**config.mk**
```make
export PLATFORM = sky130hd
export DESIGN_NAME = cs_stretch_unit
export DESIGN_NICKNAME = d
export VERILOG_FILES = /design/src/rtl/csu_pkg.sv /design/src/rtl/csu_stretch_reg.sv /design/src/rtl/csu_fold.sv /design/src/rtl/csu_etiming.sv /design/src/rtl/cs_stretch_unit.sv
export SDC_FILE = /design/constraint.sdc
export NUM_CORES = 1
export LEC_CHECK = 0
export CAP_MARGIN = 20
export CORE_MARGIN = 10
export CORE_UTILIZATION = 40
export DETAILED_ROUTE_END_ITERATION = 10
export HOLD_SLACK_MARGIN = 0.08
export PLACE_DENSITY_LB_ADDON = 0.08
export SETUP_SLACK_MARGIN = 0.02
export SLEW_MARGIN = 20
export SYNTH_ARGS = -nofsm -noshare
export SYNTH_HDL_FRONTEND = slang
export SYNTH_SLANG_ARGS = --single-unit
```
**constraint.sdc**
```tcl
create_clock -name clk -period 1.8 [get_ports clk]
set_input_delay 0.27 -clock clk [delete_from_list [all_inputs] [get_ports clk]]
set_output_delay 0.27 -clock clk [all_outputs]
set_load 0.05 [all_outputs]
```
**src/rtl/csu_pkg.sv**
```systemverilog
// Package: shared constants and types for the chip-select / E-stretch unit.
// Assumes four selects with 2-bit stretch fields packed into one byte.
package csu_pkg;
    localparam int NUM_SEL = 4;
    localparam int STR_W   = 2;
    localparam int REG_W   = NUM_SEL * STR_W;

    // Field index inside the stretch register (index i sits at bits 2i+1:2i).
    typedef enum logic [1:0] {
        SEL_PROG = 2'd0,
        SEL_GP2  = 2'd1,
        SEL_GP1  = 2'd2,
        SEL_IO   = 2'd3
    } sel_e;

    typedef enum logic [1:0] {
        PH_LOW  = 2'd0,
        PH_HIGH = 2'd1,
        PH_HOLD = 2'd2
    } phase_e;

    typedef struct packed {
        logic io;
        logic gp1;
        logic gp2;
        logic prog;
    } sel_vec_t;

    typedef struct packed {
        logic g1_onto_g2;
        logic g1_onto_prog;
        logic g2_onto_prog;
    } fold_t;
endpackage

```
**src/rtl/csu_stretch_reg.sv**
```systemverilog
// Stretch register: holds one stretch count per select and unpacks them.
// Assumes a full-byte write strobe; the reset value depends on the mode pin.
module csu_stretch_reg
    import csu_pkg::*;
#(
    parameter int N_SEL  = NUM_SEL,
    parameter int FLD_W  = STR_W
) (
    input  logic                        clk,
    input  logic                        rst_n,
    input  logic                        mode_special,
    input  logic                        wr_en,
    input  logic [N_SEL*FLD_W-1:0]      wr_data,
    output logic [N_SEL-1:0][FLD_W-1:0] field_o
);
    localparam int RW = N_SEL * FLD_W;

    logic [RW-1:0] reg_q;

    // Register update: mode-dependent reset value, otherwise full-byte writes.
    always_ff @(posedge clk) begin
        if (!rst_n) begin
            reg_q <= mode_special ? '0 : RW'(1);
        end else if (wr_en) begin
            reg_q <= wr_data;
        end
    end

    // Split the register into per-select fields.
    for (genvar gi = 0; gi < N_SEL; gi++) begin : g_field
        assign field_o[gi] = reg_q[gi*FLD_W +: FLD_W];
    end


    reset_value_chk: assert property (@(posedge clk) disable iff (!rst_n)
        ($past(rst_n) == 1'b0) |-> (reg_q == ($past(mode_special) ? '0 : RW'(1))));
endmodule

```
**src/rtl/csu_fold.sv**
```systemverilog
// Fold logic: routes per-region matches onto select outputs under the
// three fold controls. Program-folds take priority over the general fold.
// Pure combinational; assumes the caller registers the result.
module csu_fold
    import csu_pkg::*;
(
    input  sel_vec_t hit,
    input  fold_t    ctl,
    output sel_vec_t act
);
    logic g1_to_prog;
    logic g1_to_g2;
    logic g2_to_prog;

    // Decide where each general region is routed.
    always_comb begin
        g2_to_prog = ctl.g2_onto_prog;
        g1_to_prog = ctl.g1_onto_prog;
        g1_to_g2   = ctl.g1_onto_g2 && !ctl.g1_onto_prog && !ctl.g2_onto_prog;
    end

    // Build the active-high output vector from the routing.
    always_comb begin
        act.io   = hit.io;
        act.prog = hit.prog | (g1_to_prog & hit.gp1) | (g2_to_prog & hit.gp2);
        act.gp2  = !g2_to_prog & (hit.gp2 | (g1_to_g2 & hit.gp1));
        act.gp1  = !(g1_to_prog | g1_to_g2 | (ctl.g1_onto_g2 & !g2_to_prog)) & hit.gp1;
    end
endmodule

```
**src/rtl/csu_etiming.sv**
```systemverilog
// E-clock sequencer: low half, high half, then whole stretch periods with E
// held high. The stretch count is loaded when E rises and counts down per
// extra period. 'boundary' marks the clock edge at which E falls.
// Assumes HALF_PER >= 1; the internal clock is never gated.
module csu_etiming
    import csu_pkg::*;
#(
    parameter int HALF_PER = 2,
    parameter int FLD_W    = STR_W
) (
    input  logic             clk,
    input  logic             rst_n,
    input  logic [FLD_W-1:0] stretch_in,
    output logic             e_clk,
    output logic             bus_hold,
    output logic             boundary
);
    localparam int CNT_W = (2 * HALF_PER > 1) ? $clog2(2 * HALF_PER) : 1;
    localparam logic [CNT_W-1:0] HALF_LAST = CNT_W'(HALF_PER - 1);
    localparam logic [CNT_W-1:0] FULL_LAST = CNT_W'(2 * HALF_PER - 1);

    phase_e             ph;
    logic [CNT_W-1:0]   cnt;
    logic [FLD_W-1:0]   rem;
    logic [CNT_W:0]     low_run;

    // Strobe for the edge at which E leaves the high/held state.
    always_comb begin
        boundary = ((ph == PH_HIGH) && (cnt == HALF_LAST) && (rem == '0)) ||
                   ((ph == PH_HOLD) && (cnt == FULL_LAST) && (rem == FLD_W'(1)));
    end

    // Phase sequencer with stretch down-counter.
    always_ff @(posedge clk) begin
        if (!rst_n) begin
            ph  <= PH_LOW;
            cnt <= '0;
            rem <= '0;
        end else begin
            case (ph)
                PH_LOW: begin
                    if (cnt == HALF_LAST) begin
                        ph  <= PH_HIGH;
                        cnt <= '0;
                        rem <= stretch_in;
                    end else begin
                        cnt <= cnt + CNT_W'(1);
                    end
                end
                PH_HIGH: begin
                    if (cnt == HALF_LAST) begin
                        cnt <= '0;
                        ph  <= (rem == '0) ? PH_LOW : PH_HOLD;
                    end else begin
                        cnt <= cnt + CNT_W'(1);
                    end
                end
                PH_HOLD: begin
                    if (cnt == FULL_LAST) begin
                        cnt <= '0;
                        rem <= rem - FLD_W'(1);
                        if (rem == FLD_W'(1)) ph <= PH_LOW;
                    end else begin
                        cnt <= cnt + CNT_W'(1);
                    end
                end
                default: begin
                    ph  <= PH_LOW;
                    cnt <= '0;
                end
            endcase
        end
    end

    assign e_clk    = (ph != PH_LOW);
    assign bus_hold = (ph == PH_HOLD);

    // Checker counter: length of the current low phase.
    always_ff @(posedge clk) begin
        if (!rst_n)      low_run <= '0;
        else if (!e_clk) low_run <= low_run + (CNT_W+1)'(1);
        else             low_run <= '0;
    end


    low_phase_chk: assert property (@(posedge clk) disable iff (!rst_n)
        $rose(e_clk) |-> (low_run == (CNT_W+1)'(HALF_PER)));


    hold_end_chk: assert property (@(posedge clk) disable iff (!rst_n)
        $fell(bus_hold) |-> $fell(e_clk));
endmodule

```
**src/rtl/cs_stretch_unit.sv**
```systemverilog
// Chip-select unit top: captures match flags and fold controls at each E
// falling edge, drives the four active-low selects from that capture, and
// picks the stretch count of the matched source region for the E sequencer.
// Assumes match flags are valid at the clock edge where E falls.
module cs_stretch_unit
    import csu_pkg::*;
#(
    parameter int HALF_PER = 4
) (
    input  logic             clk,
    input  logic             rst_n,
    input  logic             mode_special,
    input  logic             hit_io,
    input  logic             hit_gp1,
    input  logic             hit_gp2,
    input  logic             hit_prog,
    input  logic             fold_g1_g2,
    input  logic             fold_g1_prog,
    input  logic             fold_g2_prog,
    input  logic             str_wr_en,
    input  logic [REG_W-1:0] str_wr_data,
    output logic             cs_io_n,
    output logic             cs_gp1_n,
    output logic             cs_gp2_n,
    output logic             cs_prog_n,
    output logic             e_clk,
    output logic             bus_hold
);
    sel_vec_t                       hit_raw;
    fold_t                          ctl_raw;
    sel_vec_t                       act_next;
    sel_vec_t                       cs_act;
    sel_vec_t                       hit_lat;
    logic [NUM_SEL-1:0][STR_W-1:0]  fields;
    logic [STR_W-1:0]               pick;
    logic                           boundary;

    assign hit_raw = '{io: hit_io, gp1: hit_gp1, gp2: hit_gp2, prog: hit_prog};
    assign ctl_raw = '{g1_onto_g2: fold_g1_g2, g1_onto_prog: fold_g1_prog,
                       g2_onto_prog: fold_g2_prog};

    csu_stretch_reg #(.N_SEL(NUM_SEL), .FLD_W(STR_W)) u_reg (
        .clk          (clk),
        .rst_n        (rst_n),
        .mode_special (mode_special),
        .wr_en        (str_wr_en),
        .wr_data      (str_wr_data),
        .field_o      (fields)
    );

    csu_fold u_fold (
        .hit (hit_raw),
        .ctl (ctl_raw),
        .act (act_next)
    );

    csu_etiming #(.HALF_PER(HALF_PER), .FLD_W(STR_W)) u_etim (
        .clk        (clk),
        .rst_n      (rst_n),
        .stretch_in (pick),
        .e_clk      (e_clk),
        .bus_hold   (bus_hold),
        .boundary   (boundary)
    );

    // Capture selects and source matches once per E cycle.
    always_ff @(posedge clk) begin
        if (!rst_n) begin
            cs_act  <= '0;
            hit_lat <= '0;
        end else if (boundary) begin
            cs_act  <= act_next;
            hit_lat <= hit_raw;
        end
    end

    // Stretch count of the matched source region, by fixed priority.
    always_comb begin
        pick = '0;
        if (hit_lat.io)        pick = fields[int'(SEL_IO)];
        else if (hit_lat.prog) pick = fields[int'(SEL_PROG)];
        else if (hit_lat.gp1)  pick = fields[int'(SEL_GP1)];
        else if (hit_lat.gp2)  pick = fields[int'(SEL_GP2)];
    end

    assign cs_io_n   = ~cs_act.io;
    assign cs_gp1_n  = ~cs_act.gp1;
    assign cs_gp2_n  = ~cs_act.gp2;
    assign cs_prog_n = ~cs_act.prog;


    cs_edge_only_chk: assert property (@(posedge clk) disable iff (!rst_n)
        $changed(cs_act) |-> $fell(e_clk));


    gp2_reaches_pin_chk: assert property (@(posedge clk) disable iff (!rst_n)
        hit_lat.gp2 |-> (cs_act.gp2 || cs_act.prog));


    gp1_reaches_pin_chk: assert property (@(posedge clk) disable iff (!rst_n)
        hit_lat.gp1 |-> (cs_act.gp1 || cs_act.gp2 || cs_act.prog));
endmodule

```
# Yosys cells after proc, flatten, opt, wreduce, memory -nomap -nowiden
# Index checks and enable logic that the tools add are counted.
# op_classes
muxes	19
bitwise	15
n_addsub	2
eq_ne	10
n_reduce_logical	17
# op_table
cell	count
2-to-1 mux 2 bit	11
2-to-1 mux 8 bit	2
inequality test 2 x 1 -> 1 bit, second input constant	4
bitwise AND 1 bit	6
logical AND 1 bit	6
2-to-1 mux 3 bit	2
case mux 2 bit (3 select lines)	1
case mux 3 bit (2 select lines)	1
OR 1 bit	5
equality test 2 x 1 -> 1 bit, second input constant	2
zero test 2 bit	2
NOT 1 bit	4
case mux 2 bit (2 select lines)	1
AND reduction 4 bit	1
nonzero test 2 bit	2
adder 3 x 1 -> 3 bit, second input constant	1
equality test 3 x 2 -> 1 bit, second input constant	1
equality test 3 bit, second input constant	1
zero test 1 bit	3
AND reduction 3 bit	1
equality test 2 bit, second input constant	1
inequality test 2 bit, second input constant	1
OR reduction 2 bit	1
subtractor 2 x 1 -> 2 bit, second input constant	1
2 further kinds	2
# word_totals
input_bits	19
register_bits	22

# Longest topological paths before layout
# depth
word_depth	7
ltp_mapped	6
depth_no_buf	6

# Hierarchy
# From an unflattened synthesis, not the netlist that was laid out.
# hier_totals
hier_cells	109
area_unflattened_um2	1162.4
# by_module_without_submodules
mod	seq_area_each_um2	area_each_um2	n_inst	cells_per_inst
csu_etiming	140.1	419.2	1	45
cs_stretch_unit	160.2	391.6	1	39
csu_stretch_reg	240.2	304.0	1	18
csu_fold	0.0	47.5	1	7

# Worst setup path after synthesis
# Ideal clock, no wire load.
# synth_timing
path_type	register -> register
start	register u_etim.cnt[0]
end	register cs_act[2] in the netlist's numbering
stages_incl_launch_ff	7
arrival_time_ps	1437
t_required_ps	1742
setup_slack_ps	305
path_cell_list	dfxtp_1 ha_1 ha_1 nand2b_4 o22ai_4 o2111a_1 o21a_1
# synth_via
elab_chain_len	4
# synth_rtl
element	line_no	text
from (decl)	csu_etiming.sv:23	logic [CNT_W-1:0] cnt;
from (signal assigned)	csu_etiming.sv:47	cnt <= cnt + CNT_W'(1);
from (signal assigned)	csu_etiming.sv:55	cnt <= cnt + CNT_W'(1);
from (signal assigned)	csu_etiming.sv:64	cnt <= cnt + CNT_W'(1);
equality test 3 x 2 -> 1 bit or equality test 3 bit (tied branches)	csu_etiming.sv:29, csu_etiming.sv:30	
logical AND 1 bit, on equally long branches (2 in series)	csu_etiming.sv:29, csu_etiming.sv:30	
logical OR 1 bit *	csu_etiming.sv:29	boundary = ((ph == PH_HIGH) && (cnt == HALF_LAST) && (rem == '0)) ||
to (signal assigned)	cs_stretch_unit.sv:72	cs_act <= act_next;
to (decl)	cs_stretch_unit.sv:32	sel_vec_t cs_act;
# Every way passes the cells marked *; elsewhere a longest branch is shown, timed or not.
# A chain may end at the register's enable or synchronous reset.

# Worst setup path in the final report
# Ends and elaborated chain as after synthesis.

==> flow_metrics.tcl <==
set metrics [dict create \
    reg2regPathDepth 6 \
    place_inst 162 \
    finalHoldViolations 0 \
    io_pins 25 \
    area_growth_pct 31.88 \
    fin_crit_ps 1644 \
    syn_area_sq_mm 0.001091 \
    worst_pin_slew_ps 505.4 \
    stdcell_count 166 \
    grt_overflow 0 \
    power.internal_w 0.0008421 \
    numCtsBuffers 3 \
    seq_area_frac_synth_pct 47.71 \
    p_comb_share_pct 11.8 \
    p_leak_nw 0.5323 \
    die_h_um 72.23 \
    setup_violations 0 \
    post_cts_buffers 0 \
    end_kind "register" \
    nets 162 \
    rsz0062_at_grt "no" \
    cp.required_ps 2070 \
    reg2reg_from "u_etim.cnt[0]" \
    critPathLaunchType "register" \
    p_sw_share_pct 20.39 \
    seqPwrFrac_pct 52.6 \
    post-route-drc-count 0 \
    place_congestion 0.7311 \
    fin_crit_sh_pct 91.35 \
    holdPathStages 1 \
    routedWlPerCell_um 13.00 \
    grt_max_degree 17 \
    cts.sinks 22 \
    cts_max_level 1 \
    avgSynthCellArea_sq_um 10.01 \
    clockPowerShare_pct 35.5 \
    peakVddDrop_v 0.0005687 \
    portBuffers 24 \
    timing.fmax_mhz 608.2 \
    core-area_sq_mm 0.002545 \
    cts_root_buf "clkbuf_4" \
    synth_common_cells "dfxtp_1 (14), inv_1 (12), nand2_1 (10)" \
    status "completed" \
    drive_gt1_share_pct 12.50 \
    synth.area.top_cells "dfxtp_1 (26%), edfxtp_1 (22%), ha_1 (6.9%)" \
    synth_edf_count 8 \
    first_iter_violations 27 \
    ys_types 34 \
    synth.most_common_cell "dfxtp_1" \
    die_area_sq_mm 0.005216 \
    timing.slew.headroom_pct 66.25 \
    critPathArrivalTime_ps 1910 \
    path_clk_slew_ps 120 \
    grt_pass1_vias 877 \
    antennaDiodeCount 0 \
    p_per_area_mw_per_mm2 735.1 \
    regArea_sq_um 520.5 \
    drt_pre_antenna_iters 4 \
    cts_tree "done" \
    async_flop_share_pct 0 \
    start_util_pct 42.87 \
    hp-class "register to register" \
    clk-insertion-delay-late_ps 310 \
    grt_pass1_wl_um 3774 \
    wirelength_um 2158 \
    crit_fanout 10 \
    synth_seq_cells 22 \
    syn_nets 134 \
    tns_ps 0 \
    p_sw_w 0.0002157 \
    multi_input_area_sq_um 509.2 \
    drv_cap 0 \
    fillCellCount 233 \
    synth.top_cell.area_share_pct 25.69 \
    rows 18 \
    slew_violations 0 \
    vias 844 \
    yosys.area.top_type "dfxtp_1" \
    grt_antenna_before_repair 0 \
    worstHoldStart "u_etim.cnt[0]" \
    ys.flop_type "dfxtp_1" \
    startpoint "u_etim.cnt[0]" \
    dp_hpwl_um 1746 \
    critPathKind "register to register" \
    ys_warn_count 0 \
    fp.dieW_um 72.23 \
    ctsLongestPathBuffers 2 \
    syn_inst 109 \
    via_per_inst 5.084 \
    finClkSkew_ps 3.197 \
    grt_use_total_pct 8.661 \
    ant_nets 0 \
]
stage by stage:
stage               cell area [sq um]   power, W  hold WS (ps)  setup slack (ps)  utilization [%]
floorplan                        1091  0.0006261         396.2             305.1                -
global placement                 1384  0.0006902         403.4             222.8            54.38
detailed placement               1384  0.0006937         422.4             166.8            54.38
CTS                              1436   0.001073         439.2             27.48            56.44
global route                     1439   0.001104         469.9             25.60            56.54
finish                           1439   0.001058         435.4             155.8            56.54
metal layers:
layer	vias up	track usage, %	routed length (um)
met4	0	2.366	13
met3	2	3.946	131
met5	-	0	0
li1	427	-	-
met2	14	14.29	1112
met1	401	9.818	901
path summary, 6_finish.rpt:
check | slack [ps] | endpoint
hold reg to reg | 440 | u_etim.cnt[0]
setup reg to reg | 160 | cs_act[2]
setup / recovery | 160 | cs_act[2]
hold / removal | 440 | u_etim.cnt[0]
power groups by stage:
stage / clock network [W] / registers [W] / logic, W
2_1_floorplan: 0 / 0.000561 / 0.0000648
3_3_place_gp: 0 / 0.000568 / 0.000122
3_5_place_dp: 0 / 0.000568 / 0.000125
4_1_cts: 0.000390 / 0.000557 / 0.000126
5_1_grt: 0.000405 / 0.000561 / 0.000138
6_report: 0.000376 / 0.000557 / 0.000125
cell usage in the layout (no fill, tap or decap), types with 3 or more instances in the layout:
cell             instances
mux2i_1                  4
o21ai_0                  4
a21oi_1                  5
and2_1                   8
edfxtp_1                 8
ha_1                     6
nand2_1                 10
buf_4                    5
nor2_1                   3
inv_1                   12
o22ai_1                  3
clkbuf_4                 3
clkdlybuf4s50_1         18
dfxtp_1                 14
nor2b_1                  5
critical path: stages, from the launching register on:
cell      delay, ps
dfxtp_1         360
ha_1            210
ha_1            240
nand2_1         140
o22ai_4         320
o2111a_1        240
o21a_1          100
kinds of logic after synthesis:
| family | count (synthesis) | synth area share, % |
|---|---|---|
| DFF | 22 | 47.71 |
| buffers and inverters | 16 | 5.618 |
| adders and majority gates | 6 | 6.881 |
| muxes | 4 | 3.670 |
| AOI/OAI and AO/OA | 24 | 15.83 |
| xor gates and xnor gates | 1 | 0.8029 |
| and+or+nand+nor | 36 | 19.50 |
final cells by class:
type / count / share of cell area (%)
Clock buffer: 3 / 1.565
Clock inverter: 1 / 2.087
Inverter: 13 / 3.391
Multi-Input combinational cell: 71 / 35.39
Sequential cell: 22 / 36.17
Tap cell: 30 / 2.609
Timing Repair Buffer: 26 / 18.78
flip-flops by register name, summed over array words and instances (netlist names):
register,flops
cs_act,3
hit_lat,4
u_etim.cnt,3
u_etim.ph,2
u_etim.rem,2
u_reg.field_o,8
repair_timing:
item                                    4_1_cts  5_1_grt
resized for setup                             0        1
hold buffers                                  0        0
endpoints found under the setup margin        0        2
No activity file was read; power rests on OpenSTA's default activity.
